===== config.mk =====
export PLATFORM = sky130hd
export DESIGN_NAME = nor_cmd_seq
export DESIGN_NICKNAME = d
export VERILOG_FILES = /design/src/rtl/nor_seq_pkg.sv /design/src/rtl/nor_bus_port.sv /design/src/rtl/nor_poll_timer.sv /design/src/rtl/nor_status_eval.sv /design/src/rtl/nor_cmd_seq.sv
export SDC_FILE = /design/constraint.sdc
export NUM_CORES = 1
export LEC_CHECK = 0
export ABC_AREA = 1
export BUFFER_PORTS_ARGS = -buffer_cell sky130_fd_sc_hd__buf_2
export CAP_MARGIN = 20
export CELL_PAD_IN_SITES_DETAIL_PLACEMENT = 0
export CELL_PAD_IN_SITES_GLOBAL_PLACEMENT = 1
export CORE_AREA = 3 3 134 188
export DETAILED_ROUTE_END_ITERATION = 6
export DIE_AREA = 0 0 137 191
export PLACE_DENSITY = 0.81
export SLEW_MARGIN = 20
export SYNTH_ARGS = -nofsm -noshare
export SYNTH_HDL_FRONTEND = slang
export SYNTH_SLANG_ARGS = --single-unit

===== constraint.sdc =====
create_clock -name clk -period 6.3 [get_ports clk]
set_input_delay 0.945 -clock clk [delete_from_list [all_inputs] [get_ports clk]]
set_output_delay 0.945 -clock clk [all_outputs]
set_load 0.05 [all_outputs]

===== src/rtl/nor_seq_pkg.sv =====
package nor_seq_pkg;
  localparam int HALF_W  = 16;
  localparam int NUM_DEV = 2;
  localparam int WORD_W  = NUM_DEV * HALF_W;

  typedef enum logic [1:0] {OP_IDENT = 2'd0, OP_ERASE = 2'd1, OP_PROG = 2'd2, OP_RSVD = 2'd3} op_e;
  typedef enum logic [1:0] {RES_OK = 2'd0, RES_DEV = 2'd1, RES_VERIFY = 2'd2, RES_TIMEOUT = 2'd3} res_e;
  typedef enum logic [3:0] {
    STP_IDLE, STP_SETUP, STP_SECOND, STP_SCMD, STP_SREAD,
    STP_RESTORE, STP_VERIFY, STP_IDMAN, STP_IDDEV, STP_DONE
  } step_e;

  function automatic logic [WORD_W-1:0] dup(input logic [7:0] code);
    logic [WORD_W-1:0] w;
    w = '0;
    for (int i = 0; i < NUM_DEV; i++) w[i*HALF_W +: 8] = code;
    return w;
  endfunction

  localparam logic [WORD_W-1:0] CMD_ARRAY   = dup(8'hFF);
  localparam logic [WORD_W-1:0] CMD_IDENT   = dup(8'h90);
  localparam logic [WORD_W-1:0] CMD_ESETUP  = dup(8'h20);
  localparam logic [WORD_W-1:0] CMD_CONFIRM = dup(8'hD0);
  localparam logic [WORD_W-1:0] CMD_PSETUP  = dup(8'h40);
  localparam logic [WORD_W-1:0] CMD_STATUS  = dup(8'h70);
  localparam logic [WORD_W-1:0] CMD_CLRSTAT = dup(8'h50);

  localparam logic [WORD_W-1:0] MSK_READY = dup(8'h80);
  localparam logic [WORD_W-1:0] MSK_EERR  = dup(8'h20);
  localparam logic [WORD_W-1:0] MSK_PERR  = dup(8'h10);

  localparam logic [WORD_W-1:0] ID_MAN   = dup(8'h89);
  localparam logic [WORD_W-1:0] ID_DEV_T = {NUM_DEV{16'h88F3}};
  localparam logic [WORD_W-1:0] ID_DEV_B = {NUM_DEV{16'h88F4}};
endpackage


===== src/rtl/nor_bus_port.sv =====
module nor_bus_port
  import nor_seq_pkg::*;
#(
  parameter int ADDR_W = 20
) (
  input  logic              clk,
  input  logic              rst_n,
  input  logic              go_i,
  input  logic              go_we_i,
  input  logic [ADDR_W-1:0] go_addr_i,
  input  logic [WORD_W-1:0] go_data_i,
  output logic              fin_o,
  output logic [WORD_W-1:0] rd_o,
  output logic              mem_req,
  output logic              mem_we,
  output logic [ADDR_W-1:0] mem_addr,
  output logic [WORD_W-1:0] mem_wdata,
  input  logic              mem_ack,
  input  logic [WORD_W-1:0] mem_rdata
);
  always_ff @(posedge clk) begin
    if (!rst_n) begin
      mem_req   <= 1'b0;
      mem_we    <= 1'b0;
      mem_addr  <= '0;
      mem_wdata <= '0;
      fin_o     <= 1'b0;
      rd_o      <= '0;
    end else begin
      fin_o <= 1'b0;
      if (go_i && !mem_req) begin
        mem_req   <= 1'b1;
        mem_we    <= go_we_i;
        mem_addr  <= go_addr_i;
        mem_wdata <= go_data_i;
      end else if (mem_req && mem_ack) begin
        mem_req <= 1'b0;
        fin_o   <= 1'b1;
        rd_o    <= mem_rdata;
      end
    end
  end

  AST_BUS_HOLD: assert property (@(posedge clk) disable iff (!rst_n)
    mem_req && !mem_ack |=> mem_req && $stable(mem_addr) && $stable(mem_wdata) && $stable(mem_we));
  AST_ONE_OUTSTANDING: assert property (@(posedge clk) disable iff (!rst_n)
    go_i |-> !mem_req);
endmodule


===== src/rtl/nor_poll_timer.sv =====
module nor_poll_timer #(
  parameter int LIMIT_W = 16
) (
  input  logic               clk,
  input  logic               rst_n,
  input  logic               load_i,
  input  logic [LIMIT_W-1:0] limit_i,
  input  logic               bump_i,
  output logic               expire_o
);
  logic [LIMIT_W-1:0] cnt_q, lim_q;
  logic [LIMIT_W:0]   eff, nxt;

  assign eff      = (lim_q == '0) ? (LIMIT_W+1)'(1) : {1'b0, lim_q};
  assign nxt      = {1'b0, cnt_q} + (LIMIT_W+1)'(1);
  assign expire_o = (nxt >= eff);

  always_ff @(posedge clk) begin
    if (!rst_n) begin
      cnt_q <= '0;
      lim_q <= '0;
    end else if (load_i) begin
      cnt_q <= '0;
      lim_q <= limit_i;
    end else if (bump_i && !expire_o) begin
      cnt_q <= cnt_q + 1'b1;
    end
  end

  AST_POLL_BOUND: assert property (@(posedge clk) disable iff (!rst_n)
    !load_i |-> ({1'b0, cnt_q} < eff));
endmodule


===== src/rtl/nor_status_eval.sv =====
module nor_status_eval
  import nor_seq_pkg::*;
(
  input  op_e               op_i,
  input  logic [WORD_W-1:0] word_i,
  input  logic [WORD_W-1:0] man_i,
  output logic              ready_o,
  output logic              dev_fail_o,
  output logic              id_ok_o
);
  logic [NUM_DEV-1:0] half_rdy, half_eerr, half_perr;

  for (genvar h = 0; h < NUM_DEV; h++) begin : g_half
    assign half_rdy[h]  = (word_i[h*HALF_W +: HALF_W] & MSK_READY[h*HALF_W +: HALF_W])
                          == MSK_READY[h*HALF_W +: HALF_W];
    assign half_eerr[h] = |(word_i[h*HALF_W +: HALF_W] & MSK_EERR[h*HALF_W +: HALF_W]);
    assign half_perr[h] = |(word_i[h*HALF_W +: HALF_W] & MSK_PERR[h*HALF_W +: HALF_W]);
  end

  assign ready_o = &half_rdy;

  always_comb begin
    case (op_i)
      OP_ERASE: dev_fail_o = |half_eerr;
      OP_PROG:  dev_fail_o = |half_perr;
      default:  dev_fail_o = 1'b0;
    endcase
  end

  assign id_ok_o = (man_i == ID_MAN) && ((word_i == ID_DEV_T) || (word_i == ID_DEV_B));
endmodule


===== src/rtl/nor_cmd_seq.sv =====
module nor_cmd_seq
  import nor_seq_pkg::*;
#(
  parameter int ADDR_W  = 20,
  parameter int LIMIT_W = 16
) (
  input  logic               clk,
  input  logic               rst_n,
  input  logic               start,
  input  logic [1:0]         op,
  input  logic [ADDR_W-1:0]  addr,
  input  logic [31:0]        wdata,
  input  logic [LIMIT_W-1:0] poll_limit,
  output logic               busy,
  output logic               done,
  output logic [1:0]         result,
  output logic               mem_req,
  output logic               mem_we,
  output logic [ADDR_W-1:0]  mem_addr,
  output logic [31:0]        mem_wdata,
  input  logic               mem_ack,
  input  logic [31:0]        mem_rdata
);
  step_e              step_q;
  logic               wait_q, restored_q;
  op_e                op_q;
  res_e               res_q;
  logic [ADDR_W-1:0]  addr_q, tgt_addr;
  logic [WORD_W-1:0]  data_q, man_q, rd;
  logic               fin, go, acc_we, accept;
  logic [ADDR_W-1:0]  acc_addr;
  logic [WORD_W-1:0]  acc_data;
  logic               ready, dev_fail, id_ok, expire, bump;

  assign accept   = (step_q == STP_IDLE) && start && (op != OP_RSVD);
  assign busy     = (step_q != STP_IDLE);
  assign done     = (step_q == STP_DONE);
  assign result   = res_q;
  assign go       = busy && !done && !wait_q;
  assign tgt_addr = (op_q == OP_IDENT) ? '0 : addr_q;
  assign bump     = fin && (step_q == STP_SREAD) && !ready;

  always_comb begin
    acc_we   = 1'b1;
    acc_addr = tgt_addr;
    acc_data = CMD_ARRAY;
    case (step_q)
      STP_SETUP: acc_data = (op_q == OP_ERASE) ? CMD_ESETUP :
                            (op_q == OP_PROG)  ? CMD_PSETUP : CMD_IDENT;
      STP_SECOND: acc_data = (op_q == OP_ERASE) ? CMD_CONFIRM : data_q;
      STP_SCMD:   acc_data = CMD_STATUS;
      STP_SREAD, STP_VERIFY, STP_IDMAN: acc_we = 1'b0;
      STP_IDDEV: begin
        acc_we   = 1'b0;
        acc_addr = ADDR_W'(1);
      end
      default: acc_data = CMD_ARRAY;
    endcase
  end

  nor_bus_port #(.ADDR_W(ADDR_W)) u_port (
    .clk(clk), .rst_n(rst_n),
    .go_i(go), .go_we_i(acc_we), .go_addr_i(acc_addr), .go_data_i(acc_data),
    .fin_o(fin), .rd_o(rd),
    .mem_req(mem_req), .mem_we(mem_we), .mem_addr(mem_addr), .mem_wdata(mem_wdata),
    .mem_ack(mem_ack), .mem_rdata(mem_rdata)
  );

  nor_poll_timer #(.LIMIT_W(LIMIT_W)) u_timer (
    .clk(clk), .rst_n(rst_n), .load_i(accept), .limit_i(poll_limit),
    .bump_i(bump), .expire_o(expire)
  );

  nor_status_eval u_eval (
    .op_i(op_q), .word_i(rd), .man_i(man_q),
    .ready_o(ready), .dev_fail_o(dev_fail), .id_ok_o(id_ok)
  );

  always_ff @(posedge clk) begin
    if (!rst_n) begin
      step_q     <= STP_IDLE;
      wait_q     <= 1'b0;
      restored_q <= 1'b0;
      op_q       <= OP_IDENT;
      res_q      <= RES_OK;
      addr_q     <= '0;
      data_q     <= '0;
      man_q      <= '0;
    end else begin
      case (step_q)
        STP_IDLE: if (accept) begin
          op_q       <= op_e'(op);
          addr_q     <= addr;
          data_q     <= wdata;
          res_q      <= RES_OK;
          restored_q <= 1'b0;
          wait_q     <= 1'b0;
          step_q     <= STP_SETUP;
        end
        STP_DONE: step_q <= STP_IDLE;
        default: begin
          if (!wait_q) begin
            wait_q <= 1'b1;
          end else if (fin) begin
            wait_q <= 1'b0;
            if (mem_we && mem_wdata == CMD_ARRAY) restored_q <= 1'b1;
            case (step_q)
              STP_SETUP:  step_q <= (op_q == OP_IDENT) ? STP_IDMAN : STP_SECOND;
              STP_SECOND: step_q <= STP_SCMD;
              STP_SCMD:   step_q <= STP_SREAD;
              STP_SREAD: begin
                if (ready) begin
                  res_q  <= dev_fail ? RES_DEV : RES_OK;
                  step_q <= STP_RESTORE;
                end else if (expire) begin
                  res_q  <= RES_TIMEOUT;
                  step_q <= STP_RESTORE;
                end else begin
                  step_q <= STP_SCMD;
                end
              end
              STP_IDMAN: begin
                man_q  <= rd;
                step_q <= STP_IDDEV;
              end
              STP_IDDEV: begin
                res_q  <= id_ok ? RES_OK : RES_DEV;
                step_q <= STP_RESTORE;
              end
              STP_RESTORE: step_q <= (op_q == OP_PROG && res_q == RES_OK) ? STP_VERIFY : STP_DONE;
              STP_VERIFY: begin
                res_q  <= (rd == data_q) ? RES_OK : RES_VERIFY;
                step_q <= STP_DONE;
              end
              default: step_q <= STP_IDLE;
            endcase
          end
        end
      endcase
    end
  end

  AST_RESET_QUIET: assert property (@(posedge clk)
    !rst_n |=> !busy && !done && !mem_req);
  AST_DONE_RESTORED: assert property (@(posedge clk) disable iff (!rst_n)
    done |-> restored_q);
  AST_DONE_PULSE: assert property (@(posedge clk) disable iff (!rst_n)
    done |=> !done && !busy);
  AST_START_IGNORED: assert property (@(posedge clk) disable iff (!rst_n)
    busy && start |=> $stable(op_q) && $stable(addr_q) && $stable(data_q));
  AST_VERIFY_PROG_ONLY: assert property (@(posedge clk) disable iff (!rst_n)
    step_q == STP_VERIFY |-> op_q == OP_PROG && res_q == RES_OK);
  AST_RSVD_DROPPED: assert property (@(posedge clk) disable iff (!rst_n)
    !busy && start && op == OP_RSVD |=> !busy);
endmodule


==> flow_metrics.py <==
metrics = {
    "status": {
        "status": "finished, final reports clean",
    },
    "cells_and_area": {
        "drive_gt1_frac": 0.1643,
        "n_antenna_cell": 0,
        "layout.nets": 1539,
        "stdcell_count": 1740,
        "syn_to_final_growth_pct": 19.17,
    },
    "synthesis": {
        "synthArstFlopShare": 0,
        "yosys.area_share.simple": 0.2165,
        "synth-seq-cells": 212,
        "yosys-top-cells-area": "dfxtp_1, o21ai_0, nand2_1",
        "yosys-top-cells-count": "dfxtp_1, nand2_1, inv_1",
        "ys_types": 37,
        "ys_seq_area_frac": 0.4513,
        "syn_area_per_cell_um2": 7.335,
        "yosys.area.top_type_share": 0.4513,
        "syn_inst": 1282,
        "synth_warnings": 0,
        "synthXorXnorAreaFrac": 0.02608,
        "yosys.area.top_type": "dfxtp_1",
        "synth_top_family_by_area": "simple AND/OR/NAND/NOR gates",
        "synth_compound_area_frac": 0.1763,
        "ys.flop_type": "dfxtp_1",
        "synth_area_mm2": 0.009404,
        "synth-edff-count": 0,
        "syn-num-nets": 1408,
        "synth_mux_area_frac": 0,
        "yosysMostFrequentCell": "dfxtp_1",
        "synth-adder-area-share": 0.02661,
    },
    "clock_tree": {
        "cts_resized": 0,
        "clk_pin_slew_ns": 0.06,
        "htree_levels": 1,
        "cts_made_buffers": 23,
        "clockRootBuffer": "clkbuf_16",
        "clk_path_buf_depth": 3,
        "cts_tree": "yes",
        "insertion_delay_ns": 0.51,
        "post_cts_buffers": 0,
        "hold_buffers": 0,
        "cts_sinks": 212,
    },
    "critical_path": {
        "cp.required_ns": 6.71,
        "r2r_slack_ns": 3.02,
        "worstReg2RegEnd": "u_timer.cnt_q[5]",
        "worstSetupEndpoint": "u_timer.cnt_q[5]",
        "cp_max_fo": 32,
        "ff2ff_path_depth": 21,
        "r2r_start": "u_timer.cnt_q[0]",
        "crit_type": "reg2reg",
        "cp-startpoint": "u_timer.cnt_q[0]",
        "setup.worst_path.end_class": "flop",
        "worstPathArrival_ns": 3.68,
        "start_kind": "flop",
    },
    "flow_run": {
        "maxCapViolations": 0,
    },
    "timing": {
        "fin_ws_ns": 3.022,
        "grt_setup_unrepaired": "false",
        "min_period_ns": 3.278,
        "final.setup.tns_ns": 0,
        "max_freq_ghz": 0.3051,
        "timing.slew.headroom": 0.4511,
        "finalSetupViolations": 0,
        "finalHoldViolCount": 0,
        "skew_ns": 0.008567,
        "period_share": 0.5202,
        "worstMarginPinSlew_ns": 0.8224,
        "maxSlewViolCount": 0,
    },
    "global_route": {
        "grt_first_pass_wirelength_um": 41140,
        "grt_usage": 0.1941,
        "grt_antenna_before_repair": 1,
        "grt_max_degree": 107,
        "grt_pass1_vias": 8020,
        "grt_overflow": 0,
    },
    "place": {
        "gp_congestion": 0.8898,
        "pre_cts_slack_ns": 3.007,
        "dpl.hpwl_um": 18430,
        "port_buffers": 163,
        "dp.cells": 1697,
    },
    "power_and_ir_drop": {
        "p_leak_nw": 4.882,
        "powerDensity_mw_per_mm2": 420.9,
        "ir_drop_v": 0.0002414,
    },
    "floorplanning": {
        "std_cell_rows": 67,
        "core_mm2": 0.02381,
        "initial_core_util": 0.3950,
        "dieArea_mm2": 0.02617,
        "fp.dieW_um": 137,
        "die_h_um": 191,
        "ios": 164,
    },
    "routing": {
        "dr.first_iter.drc_count": 504,
        "dr.pass1.iters": 5,
        "vias": 8568,
        "wl_per_cell_um": 14.81,
        "drc": 0,
        "totalWireLength_um": 25770,
        "detail-route-antenna-nets": 0,
        "routed_via_density": 4.924,
    },
    "worst_hold_path": {
        "hp-class": "reg2reg",
    },
}
[flip-flops by register name (all words and copies together) (netlist names), 4 cells and up]
| name | count |
|---|---|
| step_q | 4 |
| u_port.rd_o | 32 |
| u_timer.lim_q | 16 |
| data_q | 32 |
| man_q | 32 |
| u_timer.cnt_q | 16 |
| u_port.mem_addr | 20 |
| addr_q | 20 |
| u_port.mem_wdata | 32 |
[metal layers]
metal  global-route usage  up-vias  wire [um]
li1                     -     4407          -
met1               0.2672     3893      11630
met2               0.3100      218      11970
met3              0.03502       48       1520
met4              0.05799        2        635
met5                    0        -         13
[through the flow]
| stage | hold WS (ns) | total power, mW | util | area, um2 |
|---|---|---|---|---|
| 6_report | 0.4438 | 4.717 | 0.4707 | 11210 |
| 5_1_grt | 0.4693 | 5.033 | 0.4707 | 11210 |
| 4_1_cts | 0.4481 | 4.736 | 0.4699 | 11190 |
| 3_5_place_dp | 0.4355 | 3.271 | 0.4356 | 10370 |
| 3_3_place_gp | 0.4337 | 3.260 | 0.4356 | 10370 |
| 2_1_floorplan | 0.4233 | 2.904 | - | 9404 |
[placed cells by master, fill, tap and decap left out, types with 3 or more instances in the layout]
master	Yosys	final
inv_2	5	5
nand4_1	21	21
nor2_2	6	7
ha_1	20	20
o21ai_1	6	6
nor2_1	126	125
bufinv_16	0	4
inv_6	0	3
clkbuf_8	0	4
nand3b_1	18	18
xnor2_1	8	8
dfxtp_1	212	212
clkbuf_1	43	4
nand2_1	201	201
nor4_1	11	11
xor2_1	20	20
o21ai_0	159	159
nor2_4	4	4
nor3_1	26	26
clkbuf_16	0	23
nand2_2	3	3
nand3_1	28	28
inv_1	177	176
buf_4	4	6
a21oi_1	150	150
buf_2	11	162
[report_power, final]
group	internal, mW	total, mW	switching [mW]
Combinational	0.458	1.55	1.10
Sequential	1.56	1.71	0.145
Clock	0.889	1.46	0.568
[critical path, stage by stage, from the launching register on]
cell	delay (ns)
dfxtp_1	0.37
ha_1	0.20
nand2_1	0.10
nor2_4	0.11
nand2_2	0.08
nor3_4	0.17
nand2_1	0.12
nor2_2	0.15
xor2_1	0.21
ha_1	0.27
nand2_1	0.07
inv_1	0.04
nand2_1	0.06
nor2_1	0.06
a21oi_1	0.11
nand2_1	0.06
nand2_1	0.06
nand2_1	0.05
nand2_1	0.13
nand4_4	0.37
o21ai_0	0.32
nor2_1	0.06
[layout make-up]
class                   count  area, um2
fillers                  2449      12600
repair buffers            169      875.8
clock buffers              31      645.6
well taps                 310      387.9
flip-flops and latches    212       4244
multi-input cells         825       4199
inverters                 182      683.2
clock inverters            11      171.4
[cell families (layout without fill, tap and decap cells)]
kind of cell,Yosys count,after routing
AO/OA/AOI/OAI,325,325
flip-flops,212,212
XOR/XNOR,28,28
adder cells (fa/ha/maj),20,20
buffers and inverters,245,393
AND/OR/NAND/NOR,452,452
[how the worst min path moves through the flow]
stage                                    start                   end  slack [ns]  cells after the start
final                     u_port.mem_wdata[18]  u_port.mem_wdata[18]        0.44                      2
after CTS                            man_q[20]             man_q[20]        0.45                      2
after global routing                 man_q[14]             man_q[14]        0.47                      2
after floorplan                      man_q[21]             man_q[21]        0.42                      2
after detailed placement  u_port.mem_wdata[19]  u_port.mem_wdata[19]        0.44                      2
after global placement               man_q[26]             man_q[26]        0.43                      2
(Power assumes the default switching activity.)
